[src/rtl/trig_sel_pkg.sv]
package trig_sel_pkg;
    localparam int NSRC      = 5;
    localparam int TS_W      = 48;
    localparam int WORD_W    = 16;
    localparam int SCAL_BASE = 8;
    localparam int NGATE     = 3;

    typedef enum logic [1:0] {
        ST_IDLE,
        ST_ARM,
        ST_WIN,
        ST_HOLD
    } evt_state_e;
endpackage

[src/rtl/trig_scaler.sv]
module trig_scaler #(
    parameter int CNT_W = 32
) (
    input  logic             clk,
    input  logic             rst_n,
    input  logic             clr,
    input  logic             sig,
    output logic [CNT_W-1:0] count
);
    logic sig_q;

    always_ff @(posedge clk or negedge rst_n) begin
        if (!rst_n) begin
            sig_q <= 1'b0;
            count <= '0;
        end else begin
            sig_q <= sig;
            if (clr)
                count <= '0;
            else if (sig && !sig_q)
                count <= count + 1'b1;
        end
    end
endmodule

[src/rtl/trig_gate_gen.sv]
module trig_gate_gen #(
    parameter int W = 8
) (
    input  logic         clk,
    input  logic         rst_n,
    input  logic         start,
    input  logic [W-1:0] width,
    output logic         gate
);
    logic [W-1:0] left_q;

    always_ff @(posedge clk or negedge rst_n) begin
        if (!rst_n)
            left_q <= '0;
        else if (start && left_q == '0)
            left_q <= width;
        else if (left_q != '0)
            left_q <= left_q - 1'b1;
    end

    assign gate = (left_q != '0);
endmodule

[src/rtl/trig_readout.sv]
module trig_readout
    import trig_sel_pkg::*;
#(
    parameter int CNT_W = 32,
    parameter int AW    = 5
) (
    input  logic                  clk,
    input  logic                  rst_n,
    input  logic                  rd_en,
    input  logic [AW-1:0]         rd_addr,
    input  logic [NSRC-1:0]       pattern,
    input  logic [TS_W-1:0]       stamp,
    input  logic [NSRC*CNT_W-1:0] scal,
    output logic [WORD_W-1:0]     rd_data
);
    logic [31:0]       scal_wide [NSRC];
    logic [WORD_W-1:0] word_d;

    for (genvar g = 0; g < NSRC; g++) begin : g_ext
        assign scal_wide[g] = 32'(scal[g*CNT_W +: CNT_W]);
    end

    always_comb begin
        word_d = '0;
        if (rd_addr == AW'(0)) word_d = WORD_W'(pattern);
        if (rd_addr == AW'(1)) word_d = stamp[15:0];
        if (rd_addr == AW'(2)) word_d = stamp[31:16];
        if (rd_addr == AW'(3)) word_d = stamp[47:32];
        for (int i = 0; i < NSRC; i++) begin
            if (int'(rd_addr) == SCAL_BASE + 2*i)     word_d = scal_wide[i][15:0];
            if (int'(rd_addr) == SCAL_BASE + 2*i + 1) word_d = scal_wide[i][31:16];
        end
    end

    always_ff @(posedge clk or negedge rst_n) begin
        if (!rst_n)
            rd_data <= '0;
        else if (rd_en)
            rd_data <= word_d;
    end
endmodule

[src/rtl/trig_select.sv]
module trig_select
    import trig_sel_pkg::*;
#(
    parameter int SET_DLY = 2,
    parameter int CNT_W   = 32,
    parameter int GATE_W  = 8,
    parameter int AW      = 5
) (
    input  logic              clk,
    input  logic              rst_n,
    input  logic [4:0]        src_in,
    input  logic [4:0]        src_en,
    input  logic [GATE_W-1:0] coinc_len,
    input  logic [GATE_W-1:0] gate_w_adc,
    input  logic [GATE_W-1:0] gate_w_qdc,
    input  logic [GATE_W-1:0] gate_w_tdc,
    input  logic [47:0]       ts_in,
    input  logic              busy_clr,
    input  logic              evt_ack,
    input  logic              scaler_clr,
    input  logic              rd_en,
    input  logic [AW-1:0]     rd_addr,
    output logic              raw_trig,
    output logic              live_trig,
    output logic              busy,
    output logic              evt_req,
    output logic              adc_gate,
    output logic              qdc_gate,
    output logic              tdc_gate,
    output logic [4:0]        pattern,
    output logic [15:0]       rd_data,
    output logic              rd_done
);
    localparam logic [GATE_W-1:0] ARM_LAST = GATE_W'(SET_DLY - 2);

    evt_state_e        state_q, state_d;
    logic [GATE_W-1:0] cnt_q;
    logic [GATE_W-1:0] win_last;
    logic              accept;
    logic              release_evt;
    logic [NSRC-1:0]   dly_q [SET_DLY];
    logic [NSRC-1:0]   src_dly;
    logic [TS_W-1:0]   stamp_q;
    logic [NSRC*CNT_W-1:0] scal_flat;
    logic [GATE_W-1:0] gate_w [NGATE];
    logic              gate_o [NGATE];

    // trigger formation
    assign raw_trig    = |(src_in & src_en);
    assign busy        = (state_q == ST_WIN) || (state_q == ST_HOLD);
    assign live_trig   = raw_trig && !busy;
    assign accept      = (state_q == ST_IDLE) && raw_trig;
    assign release_evt = (state_q == ST_HOLD) && busy_clr;
    assign win_last    = (coinc_len == '0) ? '0 : coinc_len - 1'b1;

    // state register
    always_ff @(posedge clk or negedge rst_n) begin
        if (!rst_n) begin
            state_q <= ST_IDLE;
            cnt_q   <= '0;
        end else begin
            state_q <= state_d;
            cnt_q   <= (state_d != state_q) ? '0 : cnt_q + 1'b1;
        end
    end

    // next state
    always_comb begin
        state_d = state_q;
        unique case (state_q)
            ST_IDLE: if (raw_trig)           state_d = (SET_DLY == 2) ? ST_ARM : ST_ARM;
            ST_ARM:  if (cnt_q == ARM_LAST)  state_d = ST_WIN;
            ST_WIN:  if (cnt_q >= win_last)  state_d = ST_HOLD;
            ST_HOLD: if (busy_clr)           state_d = ST_IDLE;
            default:                         state_d = ST_IDLE;
        endcase
    end

    // source delay line feeding the coincidence register
    always_ff @(posedge clk or negedge rst_n) begin
        if (!rst_n) begin
            for (int k = 0; k < SET_DLY; k++) dly_q[k] <= '0;
        end else begin
            dly_q[0] <= src_in;
            for (int k = 1; k < SET_DLY; k++) dly_q[k] <= dly_q[k-1];
        end
    end
    assign src_dly = dly_q[SET_DLY-1];

    // registered outputs
    always_ff @(posedge clk or negedge rst_n) begin
        if (!rst_n) begin
            pattern <= '0;
            evt_req <= 1'b0;
            stamp_q <= '0;
            rd_done <= 1'b0;
        end else begin
            if (release_evt)
                pattern <= '0;
            else if (state_q == ST_WIN)
                pattern <= pattern | src_dly;

            if (accept)
                evt_req <= 1'b1;
            else if (evt_ack)
                evt_req <= 1'b0;

            if (accept)
                stamp_q <= ts_in;

            if (release_evt)
                rd_done <= 1'b0;
            else if (rd_en && rd_addr == AW'(3))
                rd_done <= 1'b1;
        end
    end

    // converter gates
    assign gate_w[0] = gate_w_adc;
    assign gate_w[1] = gate_w_qdc;
    assign gate_w[2] = gate_w_tdc;
    for (genvar g = 0; g < NGATE; g++) begin : g_gate
        trig_gate_gen #(.W(GATE_W)) u_gate (
            .clk   (clk),
            .rst_n (rst_n),
            .start (accept),
            .width (gate_w[g]),
            .gate  (gate_o[g])
        );
    end
    assign adc_gate = gate_o[0];
    assign qdc_gate = gate_o[1];
    assign tdc_gate = gate_o[2];

    // per-line scalers
    for (genvar g = 0; g < NSRC; g++) begin : g_scal
        trig_scaler #(.CNT_W(CNT_W)) u_scal (
            .clk   (clk),
            .rst_n (rst_n),
            .clr   (scaler_clr),
            .sig   (src_in[g]),
            .count (scal_flat[g*CNT_W +: CNT_W])
        );
    end

    trig_readout #(.CNT_W(CNT_W), .AW(AW)) u_rd (
        .clk     (clk),
        .rst_n   (rst_n),
        .rd_en   (rd_en),
        .rd_addr (rd_addr),
        .pattern (pattern),
        .stamp   (stamp_q),
        .scal    (scal_flat),
        .rd_data (rd_data)
    );
endmodule

[config.mk]
export PLATFORM = sky130hd
export DESIGN_NAME = trig_select
export DESIGN_NICKNAME = d
export VERILOG_FILES = /design/src/rtl/trig_sel_pkg.sv /design/src/rtl/trig_scaler.sv /design/src/rtl/trig_gate_gen.sv /design/src/rtl/trig_readout.sv /design/src/rtl/trig_select.sv
export SDC_FILE = /design/constraint.sdc
export NUM_CORES = 1
export LEC_CHECK = 0
export ABC_AREA = 1
export CAP_MARGIN = 5
export CORE_ASPECT_RATIO = 0.7
export CORE_MARGIN = 4
export CORE_UTILIZATION = 35
export CTS_CLUSTER_SIZE = 25
export DETAILED_ROUTE_END_ITERATION = 10
export PLACE_DENSITY_LB_ADDON = 0.2
export REMOVE_ABC_BUFFERS = 1
export SYNTH_ARGS = -nofsm -noshare
export SYNTH_HDL_FRONTEND = slang
export SYNTH_SLANG_ARGS = --single-unit
[constraint.sdc]
create_clock -name clk -period 1.9 [get_ports clk]
set_input_delay 0.285 -clock clk [delete_from_list [all_inputs] [get_ports clk]]
set_output_delay 0.285 -clock clk [all_outputs]
set_load 0.01 [all_outputs]
==> results.toml, run 1 <==
[logic_synthesis]
synth_edf_count = 0
avgSynthCellArea_sq_um = 7.17
synth_area_leader_cell = "dfrtp_1"
synth_area_sq_um = 16200
synthArstFlopShare = 1.00
synth.top_cell.area_share = 0.425
ys_types = 51
synth_seq_cells = 275
ys.flop_type = "dfrtp_1"
synthCells = 2258
yosysMostFrequentCell = "nand2_1"
synth_area_leaders = "dfrtp_1, nand2_1, inv_1"
yosys-top-cells-count = "nand2_1, dfrtp_1, inv_1"
yosysSeqAreaShare = 0.425
yosysWarnings = 0

[route]
first_pass_iters = 7
wl_per_cell_um = 17.1
antenna_left = 0
num_vias = 17100
first_iter_violations = 1536
drt_drc_violations_left = 0
wirelength_mm = 57.0
vias_per_cell = 5.13

[grt]
grt_first_pass_wirelength_mm = 88.9
antenna_found_initial = 0
grt.total_usage = 0.220
grt_max_degree = 75
overflow = 0
grt_pass1_vias = 15900

[run]
maxCapViolations = 0

[clock_tree]
numClockSinks = 275
cts.htree.levels = 1
numCtsBuffers = 31
tritoncts = "built"
cts.clk_slew.worst_paths_ns = 0.06
cts-root-buf = "clkbuf_16"
clock_latency_ns = 0.57
clk_path_buf_depth = 3

[sta]
drv_slew = 0
setup_viol = 11
hold_viol_final = 0
max_freq_mhz = 452
post-route-min-period_ns = 2.21
hold_slack_ns = 0.0459
finalSetupTns_ns = -0.739
setup_ws_ns = -0.314
relSlewSlack = 0.601
rsz0062_at_grt = "yes"
period_share = 1.17
finClkSkew_ns = 0.0195
tightest_slew_ns = 0.598

[setup_path]
crit_top_cell = "inv_2"
slowest_delay_ns = 0.39
cp.arrival_ns = 1.93
crit_path_start_kind = "flip-flop"
path_buf_inv = 5
path_class = "reg -> out"
path_cells = "inv_2, ha_4, nand2_4, nor2_4, inv_2, nor2_2, nand2_2, nor2_2, inv_2, nor2_4, inv_2, buf_6"
crit_family = "simple AND/OR/NAND/NOR gates"
end_kind = "output port"
path_max_fanout = 2
cp_slowest_cell = "dfrtp_1"
critPathRequiredTime_ns = 1.62

[final_layout]
drive_gt1_frac = 0.255
fin_area_sq_um = 23000
post-route-util = 0.506
nets = 2825
diodes = 0
syn_to_final_growth_pct = 41.8

[outcome]
status = "finished with violations"
violations = "negative setup slack"

[placed_design]
hpwl_mm = 43.0
io_buffers = 129
gp_congestion = 0.957
postPlaceCellArea_sq_um = 20100

[floorplan]
dieArea_sq_um = 49800
rows = 65
io_pins = 130
design.core.area_sq_um = 45400
die_h_um = 188
dieWidth_um = 265
initial_core_util = 0.357

[pwr]
ir_worst_vdd_v = 0.000529
leakage_nw = 10.3
power_density_nw_per_um2 = 705

[min_path]
hold_class = "in -> reg"
==> power breakdown <==
part | total [mW] | leakage [nW] | switching (mW) | internal, mW
Combinational | 3.39 | 6.25 | 1.92 | 1.48
Sequential | 6.93 | 3.61 | 0.390 | 6.54
Clock | 5.86 | 0.481 | 2.52 | 3.34
Total | 16.2 | 10.3 | 4.82 | 11.4
==> routing by layer <==
metal / vias to the layer above / routed length (um) / part of all wire / GRT usage
li1: 8327 / - / - / -
met1: 8106 / 28700 / 0.50 / 0.363
met2: 587 / 23000 / 0.40 / 0.297
met3: 71 / 4260 / 0.075 / 0.0371
met4: 0 / 1080 / 0.019 / 0.0388
met5: - / 0 / 0 / 0
==> sequential cells by signal (all words and copies together), names as in the netlist <==
name                  flops
state_q                   2
dly_q                     5
g_scal.u_scal.count     160
rd_done                   1
g_gate.u_gate.left_q     24
cnt_q                     8
u_rd.rd_data             16
pattern                   5
stamp_q                  48
src_dly                   5
evt_req                   1
==> final cells by class <==
cell class	count	area [sq um]
Fill cell	4394	22400
Multi-Input combinational cell	1643	9110
Sequential cell	275	6890
Timing Repair Buffer	475	4170
Inverter	279	1060
Clock buffer	42	877
Tap cell	603	754
Clock inverter	12	93.8
==> cell usage in the layout (no fill, tap or decap), drive strengths merged, types with 3 or more instances in the layout <==
master | synthesis | final
nor2 | 267 | 267
o211ai | 15 | 15
o21ai | 107 | 107
a21oi | 120 | 120
a221o | 3 | 3
clkbuf | 51 | 45
nor3 | 106 | 106
nand2 | 648 | 648
buf | 10 | 352
a211oi | 3 | 3
o21a | 7 | 7
inv | 276 | 275
xor2 | 32 | 32
dlymetal6s2s | 0 | 5
nor3b | 9 | 9
nand4 | 112 | 112
and3 | 4 | 4
o31ai | 29 | 29
dfrtp | 275 | 275
nand3 | 103 | 103
dlygate4sd2 | 0 | 9
clkdlybuf4s50 | 0 | 104
ha | 19 | 19
xnor2 | 13 | 13
or2 | 7 | 7
clkinv | 3 | 12
nor4 | 24 | 24
clkinvlp | 0 | 3
==> worst reg2reg max path, cell delays in order, from the launching register on <==
cell     delay [ns]
dfrtp_1        0.39
ha_2           0.22
nand3_4        0.09
nor3_4         0.24
nand2_2        0.11
nor3_4         0.24
nand2_2        0.16
nor3_4         0.19
nand3_1        0.10
nand2_1        0.07
a21oi_1        0.04
==> final timing paths <==
kind | from | endpoint | slack (ns) | cells past startpoint
max reg2reg | g_scal[1].u_scal.count[0] | g_scal[1].u_scal.count[20] | -0.08 | 10
min | src_in[1] | dly_q[6] | 0.05 | 1
min reg2reg | dly_q[7] | src_dly[2] | 0.39 | 0
max in group asynchronous | rst_n | g_scal[0].u_scal.count[3] | 0.95 | 3
max | g_gate[1].u_gate.left_q[0] | qdc_gate | -0.31 | 12
min in group asynchronous | rst_n | g_gate[1].u_gate.left_q[3] | 0.28 | 2
==> kinds of logic after synthesis <==
family	synth area share
AOI/OAI and AO/OA	0.103
xor gates and xnor gates	0.0243
adders and majority gates	0.0147
buffers and inverters	0.0797
DFF	0.425
and+or+nand+nor	0.353
==> timing repair <==
action,4_1_cts,5_1_grt
pin swaps,39,106
endpoints found under the hold margin,49,0
setup endpoints to repair,57,122
setup buffers,31,58
resized for setup,110,282
hold buffers,1,0
==> through the flow <==
step / instances / setup slack (ns) / total power [mW]
after floorplan: 2197 / -0.798 / 8.40
after global placement: 3190 / -1.03 / 10.1
after detailed placement: 3190 / -1.14 / 10.2
after CTS: 3274 / -0.509 / 16.2
after global routing: 3329 / -0.452 / 17.1
final: 3329 / -0.314 / 16.2
No activity file was read; power rests on OpenSTA's default activity.
==> run 2, diff against run 1 <==
==> constraint.sdc (replaced) <==
create_clock -name clk -period 1.9 [get_ports clk]
set_input_delay 0.57 -clock clk [delete_from_list [all_inputs] [get_ports clk]]
set_output_delay 0.57 -clock clk [all_outputs]
set_load 0.01 [all_outputs]
==> run 2 against run 1 <==
Effect of this change:
- the flow still finishes with violations (negative setup slack)
- clock power up 5.1%
- global-route usage about the same
- design area down 1.3%
- largest cell class unchanged
- critical endpoint unchanged
- largest power group unchanged
- clock-buffer cell count up 3
==> results.toml, run 2 (synthesis gave the netlist of run 1 again) <==
[grt]
grt.total_usage = 0.220
grt_first_pass_wirelength_mm = 88.8
grt_pass1_vias = 16100
grt_max_degree = 65
overflow = 0
antenna_found_initial = 0

[sta]
setup_ws_ns = -0.692
period_share = 1.36
rsz0062_at_grt = "yes"
tightest_slew_ns = 0.526
hold_viol_final = 0
hold_slack_ns = 0.176
setup_viol = 13
finClkSkew_ns = 0.0180
drv_slew = 0
post-route-min-period_ns = 2.59
max_freq_mhz = 386
relSlewSlack = 0.649

[setup_path]
path_buf_inv = 5
slowest_delay_ns = 0.40
cp_slowest_cell = "dfrtp_1"
critPathRequiredTime_ns = 1.33
crit_family = "simple AND/OR/NAND/NOR gates"
worstRegToRegCells = 13
path_class = "reg -> out"
cp_num_cells = 12
crit_path_start_kind = "flip-flop"
cp.arrival_ns = 2.02
end_kind = "output port"
reg2reg_slack_ns = -0.01
path_cells = "inv_2, ha_4, nand2_2, nor2_2, inv_1, nor2_1, nand2_1, nor2_1, inv_1, nor2_2, inv_2, buf_6"
path_max_fanout = 2
r2r_end = "g_scal[0].u_scal.count[22]"
reg2reg_from = "dly_q[5]"

[final_layout]
final_common_cell = "nand2_1"
nets = 2799
top_register = "g_scal.u_scal.count"
largest_reg_flops = 160
drive_gt1_frac = 0.252
layout_common_cells = "nand2_1, buf_4, dfrtp_1"
reg.largest.list = "g_scal.u_scal.count: 160 flops, stamp_q: 48 flops, g_gate.u_gate.left_q: 24 flops"
syn_to_final_growth_pct = 40.1
post-route-util = 0.500
diodes = 0

[route]
first_iter_violations = 1784
num_vias = 17100
vias_per_cell = 5.17
drt_drc_violations_left = 0
wl_per_cell_um = 17.2
first_pass_iters = 6
wirelength_mm = 56.8
antenna_left = 0

[clock_tree]
clock_latency_ns = 0.58
clk_path_buf_depth = 3
tritoncts = "built"
numClockSinks = 275
cts.htree.levels = 1
cts-root-buf = "clkbuf_16"
numCtsBuffers = 31
cts.clk_slew.worst_paths_ns = 0.06

[outcome]
violations = "negative setup slack"
status = "finished with violations"

[run]
maxCapViolations = 0

[floorplan]
die_h_um = 188
rows = 65
initial_core_util = 0.357
io_pins = 130
dieWidth_um = 265
dieArea_sq_um = 49800
design.core.area_sq_um = 45400

[pwr]
leakage_nw = 10.3
total_power_mw = 16.6
ir_worst_vdd_v = 0.000623
power_density_nw_per_um2 = 730

[min_path]
min_from = "src_in[1]"
hold_class = "in -> reg"
holdPathEnd = "dly_q[6]"
whs_path_depth = 1

[placed_design]
hpwl_mm = 42.9
gp_congestion = 0.936
io_buffers = 129
## run 2: cell count changes in the layout (fill, tap and decap cells not counted), moves of 7 or more
cell / change
clkdlybuf4s50_1: -29
nand2_1: -14
dlygate4sd2_1: +19
buf_6: -14
nor3_2: -7
nand2_2: +16
## run 2: worst max path at each step
stage | endpoint | from | slack, ns
6_report | qdc_gate | g_gate[1].u_gate.left_q[0] | -0.69
5_1_grt | qdc_gate | g_gate[1].u_gate.left_q[0] | -0.84
4_1_cts | qdc_gate | g_gate[1].u_gate.left_q[0] | -0.80
3_5_place_dp | cnt_q[7] | coinc_len[0] | -1.55
3_3_place_gp | cnt_q[0] | coinc_len[0] | -1.31
2_1_floorplan | g_gate[1].u_gate.left_q[1] | src_in[2] | -1.08
## run 2: layout make-up
class	count	area (sq um)
clock buffers	45	898
clock inverters	10	134
fillers	4419	22700
inverters	279	1070
multi-input cells	1643	9100
flip-flops and latches	275	6890
well taps	603	754
repair buffers	449	3820
## run 2: stage by stage
stage	area (sq um)	setup TNS, ns	instances	setup slack (ns)
2_1_floorplan	15900	-91.36	2197	-1.08
3_3_place_gp	20100	-125.17	3194	-1.31
3_5_place_dp	20100	-133.44	3194	-1.55
4_1_cts	21700	-7.10	3279	-0.796
5_1_grt	22700	-8.14	3304	-0.841
6_report	22700	-4.44	3304	-0.692
## run 2: layer usage
metal / global-route usage / wire, um / up-vias
met4: 0.0394 / 951 / 0
met3: 0.0455 / 4560 / 65
met5: 0 / 0 / -
li1: - / - / 8271
met2: 0.308 / 23200 / 573
met1: 0.348 / 28100 / 8164
## run 2: timing repair
item,CTS,global route
endpoints found under the setup margin,121,122
pin swaps,53,119
resized for setup,215,239
hold endpoints to repair,24,0
hold buffers,1,0
setup buffers,36,40
## run 2: where the power goes
group | switching, mW | leakage, nW | total, mW | internal (mW)
Clock | 2.51 | 0.503 | 6.16 | 3.66
Sequential | 0.387 | 3.61 | 6.93 | 6.55
Combinational | 1.99 | 6.18 | 3.47 | 1.47
Total | 4.89 | 10.3 | 16.6 | 11.7
